File: src/rtl/isr_pkg.sv
package isr_pkg;

    localparam int DATA_W   = 8;
    localparam int OFF_W    = 6;
    localparam int PORT_W   = 3;
    localparam int ADDR_W   = PORT_W + OFF_W;

    localparam logic [OFF_W-1:0] OFF_SUMMARY = 6'h00;
    localparam logic [OFF_W-1:0] OFF_TX_IND  = 6'h2C;
    localparam logic [OFF_W-1:0] OFF_RX_IND  = 6'h2D;

    localparam int BIT_SEC = 3;
    localparam int BIT_TX  = 1;
    localparam int BIT_RX  = 0;

    localparam logic [DATA_W-1:0] SUMMARY_USED =
        DATA_W'((1 << BIT_SEC) | (1 << BIT_TX) | (1 << BIT_RX));

    typedef enum logic [1:0] {
        SEL_NONE,
        SEL_SUMMARY,
        SEL_TX_IND,
        SEL_RX_IND
    } rd_sel_e;

    typedef struct packed {
        logic sec;
        logic tx;
        logic rx;
    } summary_t;

    function automatic rd_sel_e decode_offset(logic [OFF_W-1:0] off);
        rd_sel_e s;
        case (off)
            OFF_SUMMARY: s = SEL_SUMMARY;
            OFF_TX_IND:  s = SEL_TX_IND;
            OFF_RX_IND:  s = SEL_RX_IND;
            default:     s = SEL_NONE;
        endcase
        return s;
    endfunction

    function automatic logic [DATA_W-1:0] pack_summary(summary_t s);
        logic [DATA_W-1:0] w;
        w          = '0;
        w[BIT_SEC] = s.sec;
        w[BIT_TX]  = s.tx;
        w[BIT_RX]  = s.rx;
        return w;
    endfunction

endpackage

File: src/rtl/isr_edge_det.sv
module isr_edge_det #(
    parameter int WIDTH = 1,
    parameter bit RISE  = 1'b1
) (
    input  logic             clk,
    input  logic             rst,
    input  logic [WIDTH-1:0] pin_i,
    output logic [WIDTH-1:0] edge_o
);
    // Reset to the level that follows the detected edge, so idle pins held
    // through reset never look like an event.
    localparam logic [WIDTH-1:0] IDLE_LVL = RISE ? {WIDTH{1'b1}} : {WIDTH{1'b0}};

    logic [WIDTH-1:0] meta_q;
    logic [WIDTH-1:0] sync_q;
    logic [WIDTH-1:0] prev_q;

    always_ff @(posedge clk) begin
        if (rst) begin
            meta_q <= IDLE_LVL;
            sync_q <= IDLE_LVL;
            prev_q <= IDLE_LVL;
        end else begin
            meta_q <= pin_i;
            sync_q <= meta_q;
            prev_q <= sync_q;
        end
    end

    generate
        if (RISE) begin : g_rise
            assign edge_o = sync_q & ~prev_q;
        end else begin : g_fall
            assign edge_o = ~sync_q & prev_q;
        end
    endgenerate

    // an edge on a line lasts exactly one cycle.
    a_r5_edge_single_cycle: assert property (@(posedge clk) disable iff (rst)
        (edge_o & $past(edge_o)) == '0);

endmodule

File: src/rtl/isr_pend_reg.sv
module isr_pend_reg #(
    parameter int WIDTH = 8
) (
    input  logic             clk,
    input  logic             rst,
    input  logic [WIDTH-1:0] set_i,
    input  logic             clr_i,
    output logic [WIDTH-1:0] pend_o
);
    logic [WIDTH-1:0] pend_q;

    // A set in the same cycle as a clear wins.
    always_ff @(posedge clk) begin
        if (rst) begin
            pend_q <= '0;
        end else begin
            pend_q <= (clr_i ? '0 : pend_q) | set_i;
        end
    end

    assign pend_o = pend_q;

    // every requested set is present on the next cycle, clear or not.
    a_r9_set_wins: assert property (@(posedge clk) disable iff (rst)
        (set_i != '0) |=> ((pend_q & $past(set_i)) == $past(set_i)));

    // a clear with no concurrent set empties the register.
    a_r6_clear_empties: assert property (@(posedge clk) disable iff (rst)
        (clr_i && set_i == '0) |=> (pend_q == '0));

    // without set or clear, nothing changes.
    a_r5_hold: assert property (@(posedge clk) disable iff (rst)
        (!clr_i && set_i == '0) |=> $stable(pend_q));

endmodule

File: src/rtl/isr_rd_dec.sv
module isr_rd_dec
    import isr_pkg::*;
#(
    parameter int NUM_PORTS = 8
) (
    input  logic              rd_stb_i,
    input  logic [ADDR_W-1:0] rd_addr_i,
    output rd_sel_e           sel_o
);
    logic [PORT_W-1:0] port;
    logic [OFF_W-1:0]  off;
    logic              port_ok;

    assign port    = rd_addr_i[ADDR_W-1:OFF_W];
    assign off     = rd_addr_i[OFF_W-1:0];
    assign port_ok = (32'(port) < NUM_PORTS);

    always_comb begin
        sel_o = SEL_NONE;
        if (rd_stb_i && port_ok) begin
            sel_o = decode_offset(off);
        end
    end

endmodule

File: src/rtl/irq_summary_unit.sv
module irq_summary_unit
    import isr_pkg::*;
#(
    parameter int NUM_PORTS = 8,
    parameter int IND_W     = 8
) (
    input  logic                      clk,
    input  logic                      rst,
    input  logic                      rd_stb_i,
    input  logic [isr_pkg::ADDR_W-1:0] rd_addr_i,
    output logic [isr_pkg::DATA_W-1:0] rd_data_o,
    input  logic                      sec_pulse_i,
    input  logic [IND_W-1:0]          tx_evt_i,
    input  logic [IND_W-1:0]          rx_evt_i,
    input  logic [IND_W-1:0]          tx_en_i,
    input  logic [IND_W-1:0]          rx_en_i,
    output logic                      irq_o
);
    rd_sel_e           sel;
    logic [0:0]        sec_rise;
    logic [0:0]        sec_pend;
    logic [IND_W-1:0]  tx_fall, rx_fall;
    logic [IND_W-1:0]  tx_set, rx_set;
    logic [IND_W-1:0]  tx_pend, rx_pend;
    summary_t          summ;
    logic [DATA_W-1:0] tx_word, rx_word, rd_next;
    logic [DATA_W-1:0] rd_data_q;

    isr_rd_dec #(.NUM_PORTS(NUM_PORTS)) u_dec (
        .rd_stb_i (rd_stb_i),
        .rd_addr_i(rd_addr_i),
        .sel_o    (sel)
    );

    isr_edge_det #(.WIDTH(1), .RISE(1'b1)) u_sec_edge (
        .clk   (clk),
        .rst   (rst),
        .pin_i (sec_pulse_i),
        .edge_o(sec_rise)
    );

    isr_edge_det #(.WIDTH(IND_W), .RISE(1'b0)) u_tx_edge (
        .clk   (clk),
        .rst   (rst),
        .pin_i (tx_evt_i),
        .edge_o(tx_fall)
    );

    isr_edge_det #(.WIDTH(IND_W), .RISE(1'b0)) u_rx_edge (
        .clk   (clk),
        .rst   (rst),
        .pin_i (rx_evt_i),
        .edge_o(rx_fall)
    );

    assign tx_set = tx_fall & tx_en_i;
    assign rx_set = rx_fall & rx_en_i;

    isr_pend_reg #(.WIDTH(1)) u_sec_pend (
        .clk   (clk),
        .rst   (rst),
        .set_i (sec_rise),
        .clr_i (sel == SEL_SUMMARY),
        .pend_o(sec_pend)
    );

    isr_pend_reg #(.WIDTH(IND_W)) u_tx_pend (
        .clk   (clk),
        .rst   (rst),
        .set_i (tx_set),
        .clr_i (sel == SEL_TX_IND),
        .pend_o(tx_pend)
    );

    isr_pend_reg #(.WIDTH(IND_W)) u_rx_pend (
        .clk   (clk),
        .rst   (rst),
        .set_i (rx_set),
        .clr_i (sel == SEL_RX_IND),
        .pend_o(rx_pend)
    );

    assign summ.sec = sec_pend[0];
    assign summ.tx  = |tx_pend;
    assign summ.rx  = |rx_pend;

    always_comb begin
        tx_word            = '0;
        rx_word            = '0;
        tx_word[IND_W-1:0] = tx_pend;
        rx_word[IND_W-1:0] = rx_pend;
        case (sel)
            SEL_SUMMARY: rd_next = pack_summary(summ);
            SEL_TX_IND:  rd_next = tx_word;
            SEL_RX_IND:  rd_next = rx_word;
            default:     rd_next = '0;
        endcase
    end

    always_ff @(posedge clk) begin
        if (rst) begin
            rd_data_q <= '0;
        end else begin
            rd_data_q <= rd_next;
        end
    end

    assign rd_data_o = rd_data_q;
    assign irq_o     = summ.sec | summ.tx | summ.rx;

    // reserved bits of the summary word read as zero.
    a_r1_reserved_zero: assert property (@(posedge clk) disable iff (rst)
        (sel == SEL_SUMMARY) |=> ((rd_data_o & ~SUMMARY_USED) == '0));

    // no strobe, no data.
    a_r2_idle_zero: assert property (@(posedge clk) disable iff (rst)
        !rd_stb_i |=> (rd_data_o == '0));

    // a summary read clears the one-second bit unless a new edge arrives.
    a_r4_sec_cleared: assert property (@(posedge clk) disable iff (rst)
        (sel == SEL_SUMMARY && sec_rise == 1'b0) |=> (sec_pend == 1'b0));

    // a newly set transmit bit had its enable high.
    a_r5_tx_enable_gate: assert property (@(posedge clk) disable iff (rst)
        (tx_pend & ~$past(tx_pend) & ~$past(tx_en_i)) == '0);

    // a summary read keeps the indication bits.
    a_r8_summary_keeps_ind: assert property (@(posedge clk) disable iff (rst)
        (sel == SEL_SUMMARY) |=>
            ((tx_pend & $past(tx_pend)) == $past(tx_pend)) &&
            ((rx_pend & $past(rx_pend)) == $past(rx_pend)));

endmodule

File: config.mk
export PLATFORM = sky130hd
export DESIGN_NAME = irq_summary_unit
export DESIGN_NICKNAME = d
export VERILOG_FILES = /design/src/rtl/isr_pkg.sv /design/src/rtl/isr_edge_det.sv /design/src/rtl/isr_pend_reg.sv /design/src/rtl/isr_rd_dec.sv /design/src/rtl/irq_summary_unit.sv
export SDC_FILE = /design/constraint.sdc
export NUM_CORES = 1
export LEC_CHECK = 0
export BUFFER_PORTS_ARGS = -buffer_cell sky130_fd_sc_hd__buf_2
export CAP_MARGIN = 15
export CORE_MARGIN = 3
export CORE_UTILIZATION = 52
export DETAILED_ROUTE_END_ITERATION = 12
export PLACE_DENSITY = 0.78
export SYNTH_ARGS = -nofsm -noshare
export SYNTH_HDL_FRONTEND = slang
export SYNTH_SLANG_ARGS = --single-unit
File: constraint.sdc
create_clock -name clk -period 1.8 [get_ports clk]
set_input_delay 0.18 -clock clk [delete_from_list [all_inputs] [get_ports clk]]
set_output_delay 0.18 -clock clk [all_outputs]
set_load 0.005 [all_outputs]
Yosys cells after proc, flatten, opt, wreduce, memory -nomap -nowiden

Index checks and enable logic that the tools add are counted.

Bits of input ports: 45
Output and inout port bits: 9
Register bits: 76

Reduce and logical (&&, ||, !) cells: 3
Bitwise logic cells: 13
Equality and inequality tests: 5
Multiplexer cells: 6

Operators with widths:

| kind                                          | number |
|---|---|
| bitwise AND 8 bit                             | 4 |
| one-hot mux 8 bit (3 select lines)            | 1 |
| 2-to-1 mux 8 bit                              | 2 |
| inverter 8 bit                                | 2 |
| OR 8 bit                                      | 2 |
| OR reduction 8 bit                            | 2 |
| == test 6 bit, second input constant          | 2 |
| zero test 6 bit                               | 1 |
| one-hot mux 2 bit (3 select lines)            | 1 |
| == test 2 bit, second input constant          | 2 |
| OR 1 bit                                      | 3 |
| == test 2 x 1 -> 1 bit, second input constant | 1 |
| 2-to-1 mux 2 bit                              | 1 |
| bitwise AND 1 bit                             | 1 |
| 2-to-1 mux 1 bit                              | 1 |
| inverter 1 bit                                | 1 |

Logic depth before layout (Yosys ltp)

Gate-level depths: netlist of run 1.

Word-level depth: 6
Mapped depth: 5
Mapped depth without buffers: 4

Modules after synthesis

A second synthesis of run 1 with hierarchy kept.

Cell total of the unflattened synthesis: 257
Area total of the unflattened synthesis: 2,733.9 um^2

By module, submodules not included:

| module                       | area an instance (um^2) | instances | cells each |
|---|---|---|---|
| isr_edge_det (u_rx_edge ...) | 743.2                   | 2         | 58 |
| isr_pend_reg (u_rx_pend ...) | 304.0                   | 2         | 33 |
| irq_summary_unit             | 479.2                   | 1         | 58 |
| isr_edge_det (u_sec_edge)    | 85.1                    | 1         | 7 |
| isr_pend_reg (u_sec_pend)    | 38.8                    | 1         | 4 |
| isr_rd_dec                   | 36.3                    | 1         | 6 |

Worst setup path after synthesis of run 1

No wires, ideal clock.

Path type: input to register
Start: in rd_addr_i[4] in the netlist's numbering
End: reg u_tx_pend.pend_q[0], in the netlist u_tx_pend.pend_o[0]
Stages on the path: 5
Arrival: 1.245 ns
Slack: 0.428 ns
Required time: 1.672 ns
Cells stage by stage: or3b_1 or3_1 buf_2 a21oi_1 nor2_1

Longest elaborated chain between the ends: 6
Elaborated cells between the ends (all ways): 8
Those cells by class: 3 x eq/ne; 3 x mux; 1 x bitwise; 1 x reduce/logical

RTL lines:

| what                                                    | line                   | RTL |
|---|---|---|
| start: declaration                                      | irq_summary_unit.sv:10 | `input logic [isr_pkg::ADDR_W-1:0] rd_addr_i,` |
| == test 6 bit / zero test 6 bit (equally long branches) | isr_pkg.sv:34          | `case (off)` |
| one-hot mux 2 bit (3 select lines) *                    | isr_pkg.sv:34          |  |
| 2-to-1 mux 2 bit *                                      | isr_rd_dec.sv:20       | `if (rd_stb_i && port_ok) begin` |
| == test 2 bit *                                         | irq_summary_unit.sv:71 | `.clr_i (sel == SEL_TX_IND),` |
| 2-to-1 mux 8 bit *                                      | isr_pend_reg.sv:17     | `pend_q <= (clr_i ? '0 : pend_q) \| set_i;` |
| OR 8 bit *                                              | isr_pend_reg.sv:17     |  |
| end signal: assignment                                  | isr_pend_reg.sv:17     |  |
| end: declaration                                        | isr_pend_reg.sv:10     | `logic [WIDTH-1:0] pend_q;` |

Every way passes the cells marked *; elsewhere a longest branch is shown, timed or not.
A chain may end at the register's enable or synchronous reset.

Worst setup path after layout of run 1

Start: reg u_rx_pend.pend_q[7], in the netlist u_rx_pend.pend_o[7]
End: out irq_o

Longest elaborated chain between the ends: 2

RTL lines:

| what                     | line                    | RTL |
|---|---|---|
| start: declaration       | isr_pend_reg.sv:10      |  |
| start signal: assignment | isr_pend_reg.sv:17      |  |
| OR reduction 8 bit       | irq_summary_unit.sv:85  | `assign summ.rx = \|rx_pend;` |
| OR 1 bit                 | irq_summary_unit.sv:109 | `assign irq_o = summ.sec \| summ.tx \| summ.rx;` |
| end: declaration         | irq_summary_unit.sv:17  | `output logic irq_o` |

Every way passes these cells.

==> impl_metrics.yaml, run 1 <==
worst_setup_path:
  rrSetupSlack_ns: 0.78
  cp.required_ns: 1.62
  cp_max_fo: 3
  r2r_cells: 4
  arrival_ns: 1.54
  critPathCaptureType: "output port"
  r2r-start: "u_tx_pend.pend_o[2]"
  crit_type: "register to output port"
  rr_endpoint: "rd_data_o[1]"
  cp-start-kind: "register"
  critPathLaunch: "u_rx_pend.pend_o[7]"
sta:
  slew_headroom_pct: 69.5
  clock.fmax_ghz: 0.582
  hold_viol: 0
  setup_viol: 0
  worst_slew_pin_slew_ns: 0.458
  grt_setup_unrepaired: "no"
  min_period_ns: 1.72
  finClkSkew_ns: 0.00475
  finalMaxSlewViolations: 0
  fin_crit_sh_pct: 95.4
  setup_tns_ns: 0
synth:
  syn_area_per_cell_um2: 9.97
  syn_area_um2: 2440
  syn_inst: 245
  syn-num-nets: 290
  ys_seq_area_share_pct: 62.3
  synth_xor_area_share_pct: 0
  synth_adder_area_share_pct: 0
  synth_compound_area_share_pct: 6.25
  synth_edf_count: 0
  synthMuxAreaShare_pct: 2.87
  synthSimpleGateAreaFrac_pct: 27.0
  ys_types: 27
  synthArstFlopShare_pct: 0
  synth_flop_cell: "dfxtp_1"
  ys_ff_latch: 76
  synth_warnings: 0
  synth_top_family_by_area: "simple AND/OR/NAND/NOR gates"
route:
  drt_iter0_markers: 61
  viasPerCell: 4.82
  drc: 0
  drt_wl_total_mm: 3.98
  antenna_left: 0
  via_count: 1717
  dr.pass1.iters: 4
  wl_per_cell_um: 11.2
worst_hold_path:
  whs_path_depth: 2
  holdPathEnd: "u_sec_edge.meta_q"
  worstHoldStart: "sec_pulse_i"
  min_path_type: "primary input to register"
grt:
  overflow: 0
  grt_pass1_wl_mm: 6.40
  grt_pass1_vias: 1565
  grt_max_degree: 70
  antenna_found_initial: 0
  track_usage_pct: 15.7
placement:
  place_hpwl_mm: 2.69
  port_buffers: 50
  dp_cells: 340
  routabilityCongestion: 0.780
floorplan:
  rows: 24
  die_h_um: 74.5
  coreArea_um2: 4440
  die_x_um: 74.5
  start_util_pct: 55.0
  fp.dieArea_um2: 5560
  io_pins: 54
cells_and_area:
  fin_util_pct: 66.7
  drive_above_1_share_pct: 26.0
  final_cell_count_no_fill: 356
  layout_commonest_cell: "dfxtp_1"
  nets: 344
  area_delta_synth_final_pct: 21.3
  layout_common_cells: "74 x dfxtp_1, 50 x buf_2, 48 x nor2b_1"
  diodes: 0
cts:
  cts_tree: "done"
  cts.clk_slew.worst_paths_ns: 0.07
  h-tree-depth: 3
  postCtsSetupBuffers: 0
  cts_buffers: 9
  cts_buffer_depth: 2
  clock_latency_ns: 0.33
  clock-root-buffer: "clkbuf_8"
  cts_num_sinks: 76
pwr:
  peakVddDrop_v: 0.000642
  p_leak_nw: 1.27
  p_per_area_nw_per_um2: 1050
run_status:
  status: "complete, no violations"
job:
  maxCapViolCount: 0
-- final cells by class --
cell class,count,area [um2]
sequential,76,1520
multi-input combinational,159,908
tap,52,65.1
fill,360,1480
timing repair buffer,52,278
inverter,1,3.75
clock inverter,5,52.6
clock buffer,11,131
-- where the power goes --
part / internal, mW / switching [mW]
logic: 0.0914 / 0.0758
clock network: 0.634 / 0.563
registers: 1.73 / 0.0203
total: 2.46 / 0.660
-- stage by stage --
| stage | hold WS [ns] | power (mW) | worst slack [ns] | area, um2 |
|---|---|---|---|---|
| after global routing | 0.0219 | 3.24 | 0.00765 | 2960 |
| final | 0.0260 | 3.12 | 0.0828 | 2960 |
| after global placement | 0.363 | 1.95 | 0.236 | 2750 |
| after CTS | 0.0120 | 3.14 | 0.00817 | 2930 |
| after detailed placement | 0.365 | 1.95 | 0.213 | 2750 |
| after floorplan | 0.284 | 1.88 | 0.428 | 2440 |
-- synthesized netlist by cell type (2+ instances only) --
master / instances / share of area [%]
nor2_1: 39 / 6.0
nor2b_1: 48 / 12
or3_1: 3 / 0.77
a21oi_1: 18 / 3.7
mux2i_1: 7 / 2.9
or2_2: 3 / 0.77
dfxtp_1: 76 / 62
clkbuf_1: 8 / 1.2
nor4_1: 4 / 1.0
o21ai_1: 2 / 0.41
nand3_1: 3 / 0.61
nand2_1: 19 / 2.9
-- kinds of logic after synthesis --
| group | after synthesis |
|---|---|
| buf+inv | 10 |
| simple gates | 127 |
| flops | 76 |
| compound gates | 25 |
| mux | 7 |
-- layer usage --
| metal | vias to the layer above | track usage (%) | wire (um) |
|---|---|---|---|
| met5 | - | 0 | 0 |
| li1 | 901 | - | - |
| met3 | 10 | 6.49 | 254 |
| met4 | 0 | 10.1 | 73 |
| met1 | 757 | 17.1 | 1760 |
| met2 | 49 | 25.2 | 1890 |
-- sequential cells by signal, summed over array words and instances (netlist names) --
register / count
u_rx_edge.meta_q: 8
u_sec_edge.prev_q: 1
rd_data_o: 8
u_sec_pend.pend_o: 1
u_rx_edge.sync_q: 8
u_tx_edge.prev_q: 8
u_sec_edge.sync_q: 1
u_rx_pend.pend_o: 8
u_tx_edge.meta_q: 8
u_sec_edge.meta_q: 1
u_tx_pend.pend_o: 8
u_tx_edge.sync_q: 8
u_rx_edge.prev_q: 8
-- critical path, stage by stage, from the launching register on --
cell and delay [ns]:
dfxtp_2 0.34, nor4_4 0.26, nand2_1 0.10, or3_4 0.37, buf_2 0.13
-- what timing repair did --
action,CTS,global route
setup endpoints to repair,0,1
resized for setup,0,6
hold buffers,0,0
-- worst max-delay path by stage --
stage / to / slack [ns] / cells past startpoint
after detailed placement: u_tx_pend.pend_o[7] / 0.21 / 5
after CTS: irq_o / 0.008 / 4
after floorplan: u_tx_pend.pend_o[0] / 0.43 / 5
after global placement: u_tx_pend.pend_o[6] / 0.24 / 5
final: irq_o / 0.08 / 4
after global routing: irq_o / 0.008 / 4
Power figures use the tool's default switching activity.
==> run 2, diff against run 1 <==
- CORE_UTILIZATION: 52 -> 54
- PLACE_DENSITY: 0.78 -> 0.79
- SYNTH_HIERARCHICAL: unset -> 1
==> impl_metrics.yaml, run 2 <==
worst_setup_path:
  critPathMaxStageDelay_ns: 0.36
  critPathCaptureType: "output port"
  arrival_ns: 1.55
  cp-start-kind: "register"
  crit_type: "register to output port"
  cp.required_ns: 1.62
  crit_slowest_cell: "or3_1"
  cp_max_fo: 3
  path_cells: "nor4_2 -> nand2_1 -> or3_1 -> buf_2"
cells_and_area:
  multi_input_area_um2: 1100
  layout_common_cells: "73 x dfxtp_1, 50 x buf_2, 31 x nor2b_1"
  seqCellArea_um2: 1530
  nets: 362
  final_cell_area_um2: 3270
  final_cell_count_no_fill: 388
  layout_commonest_cell: "dfxtp_1"
  nFillCells: 404
  diodes: 0
  drive_above_1_share_pct: 35.8
  fin_util_pct: 67.9
  area_delta_synth_final_pct: 19.6
synth:
  synthArstFlopShare_pct: 0
  ys_seq_area_share_pct: 55.7
  synthTopCellsByCount: "76 x dfxtp_1, 31 x nor2b_1, 28 x nor2b_2"
  synth_warnings: 6
  synth_edf_count: 0
  syn_inst: 257
  syn_area_per_cell_um2: 10.6
  synth_top_cell_by_area: "dfxtp_1"
  synth_flop_cell: "dfxtp_1"
  ys_ff_latch: 76
  syn-num-nets: 302
  yosysTopAreaCellShare_pct: 55.7
  ys_types: 27
  synthTopCellsByArea: "dfxtp_1 56%, nor2b_2 9.0%, nor2b_1 7.1%"
  syn_area_um2: 2730
  yosysMostFrequentCell: "dfxtp_1"
sta:
  clock.fmax_ghz: 0.577
  fin_crit_sh_pct: 96.3
  worst_slew_pin_slew_ns: 0.398
  slew_headroom_pct: 73.4
  setup_viol: 0
  setup_slack_ns: 0.0670
  min_period_ns: 1.73
  hold_viol: 0
  setup_tns_ns: 0
  grt_setup_unrepaired: "no"
  finalMaxSlewViolations: 0
  finClkSkew_ns: 0.00748
run_status:
  status: "complete, no violations"
grt:
  overflow: 0
  grt_pass1_wl_mm: 7.00
  grt_max_degree: 25
  track_usage_pct: 14.9
  grt_pass1_vias: 1736
  antenna_found_initial: 0
floorplan:
  fp.dieArea_um2: 5950
  die_x_um: 77.2
  start_util_pct: 56.8
  coreArea_um2: 4820
  io_pins: 54
  rows: 25
  die_h_um: 77.2
cts:
  cts.clk_slew.worst_paths_ns: 0.07
  postCtsSetupBuffers: 0
  cts_num_sinks: 76
  clock_latency_ns: 0.34
  clock-root-buffer: "clkbuf_8"
  cts_tree: "done"
  cts_buffer_depth: 2
  h-tree-depth: 3
  cts_buffers: 9
  ctsHoldBuffers: 0
placement:
  port_buffers: 50
  place_hpwl_mm: 2.84
  place_ws_ns: 0.0164
  place_area_um2: 3050
  routabilityCongestion: 0.755
  dp_cells: 373
route:
  wl_per_cell_um: 10.5
  via_count: 1714
  antenna_left: 0
  drt_iter0_markers: 56
  drt_wl_total_mm: 4.08
  dr.pass1.iters: 4
  drc: 0
  viasPerCell: 4.42
pwr:
  peakVddDrop_v: 0.00107
  p_per_area_nw_per_um2: 960
  p_leak_nw: 1.34
job:
  maxCapViolCount: 0
worst_hold_path:
  min_path_type: "primary input to register"
[run 2: changes by cell type in the layout (fill, tap and decap cells not counted), sizes merged, moves of 3 or more]
cell	delta
and2	+17
and2b	+8
buf	+5
inv	+18
nand2	-17
nand2b	+17
nor2	-32
nor2b	+11
o21ai	-3
[run 2: cell families (layout without fill, tap and decap cells)]
logic type / Yosys count / count (layout) / synth area share, %
buffers and inverters: 27 / 91 / 5.22
AND/OR/NAND/NOR: 123 / 123 / 30.9
multiplexers: 6 / 6 / 2.24
flip-flops: 76 / 76 / 55.7
AO/OA/AOI/OAI: 25 / 25 / 6.00
[run 2: path summary, 6_finish.rpt]
| path | startpoint | slack (ns) | endpoint | cells past startpoint |
|---|---|---|---|---|
| max | u_tx_pend/pend_o[1] | 0.07 | irq_o | 4 |
| min | sec_pulse_i | 0.02 | u_sec_edge/meta_q | 2 |
| max reg2reg | u_tx_pend/pend_o[1] | 0.80 | rd_data_o[1] | 3 |
| min reg2reg | u_sec_edge/meta_q | 0.41 | u_sec_edge/sync_q | 1 |
[run 2: repair_timing]
item,CTS,global route
pin swaps,0,4
setup endpoints to repair,1,1
resized for setup,2,6
[run 2: final cells by class]
class / instances / share of cell area (%)
Clock inverter: 2 / 1.07
Tap cell: 67 / 2.56
Timing Repair Buffer: 57 / 9.26
Clock buffer: 13 / 4.55
Inverter: 19 / 2.18
Sequential cell: 76 / 46.6
Multi-Input combinational cell: 154 / 33.7
[run 2: layer usage]
| layer | vias to the layer above | GRT usage [%] | wire [um] |
|---|---|---|---|
| met5 | - | 0 | 0 |
| met4 | 0 | 10.7 | 112 |
| met3 | 9 | 3.99 | 217 |
| met2 | 43 | 24.4 | 1880 |
| met1 | 738 | 16.6 | 1870 |
| li1 | 924 | - | - |
[run 2: power by group]
group / switching [mW] / internal [mW]
registers: 0.0200 / 1.74
clock network: 0.543 / 0.671
logic: 0.0726 / 0.0990
total: 0.636 / 2.50
[run 2: worst max-delay path, delay by kind of cell (launching register included)]
family | cells | cell delay [ns]
flops | 1 | 0.34
buf+inv | 1 | 0.14
simple gates | 3 | 0.74
[run 2: per-stage QoR]
| stage | power [mW] | hold WS [ns] |
|---|---|---|
| 6_report | 3.14 | 0.0204 |
| 5_1_grt | 3.27 | 0.00697 |
| 4_1_cts | 3.17 | 0.000547 |
| 3_5_place_dp | 1.96 | 0.360 |
| 3_3_place_gp | 1.95 | 0.362 |
| 2_1_floorplan | 1.89 | 0.242 |
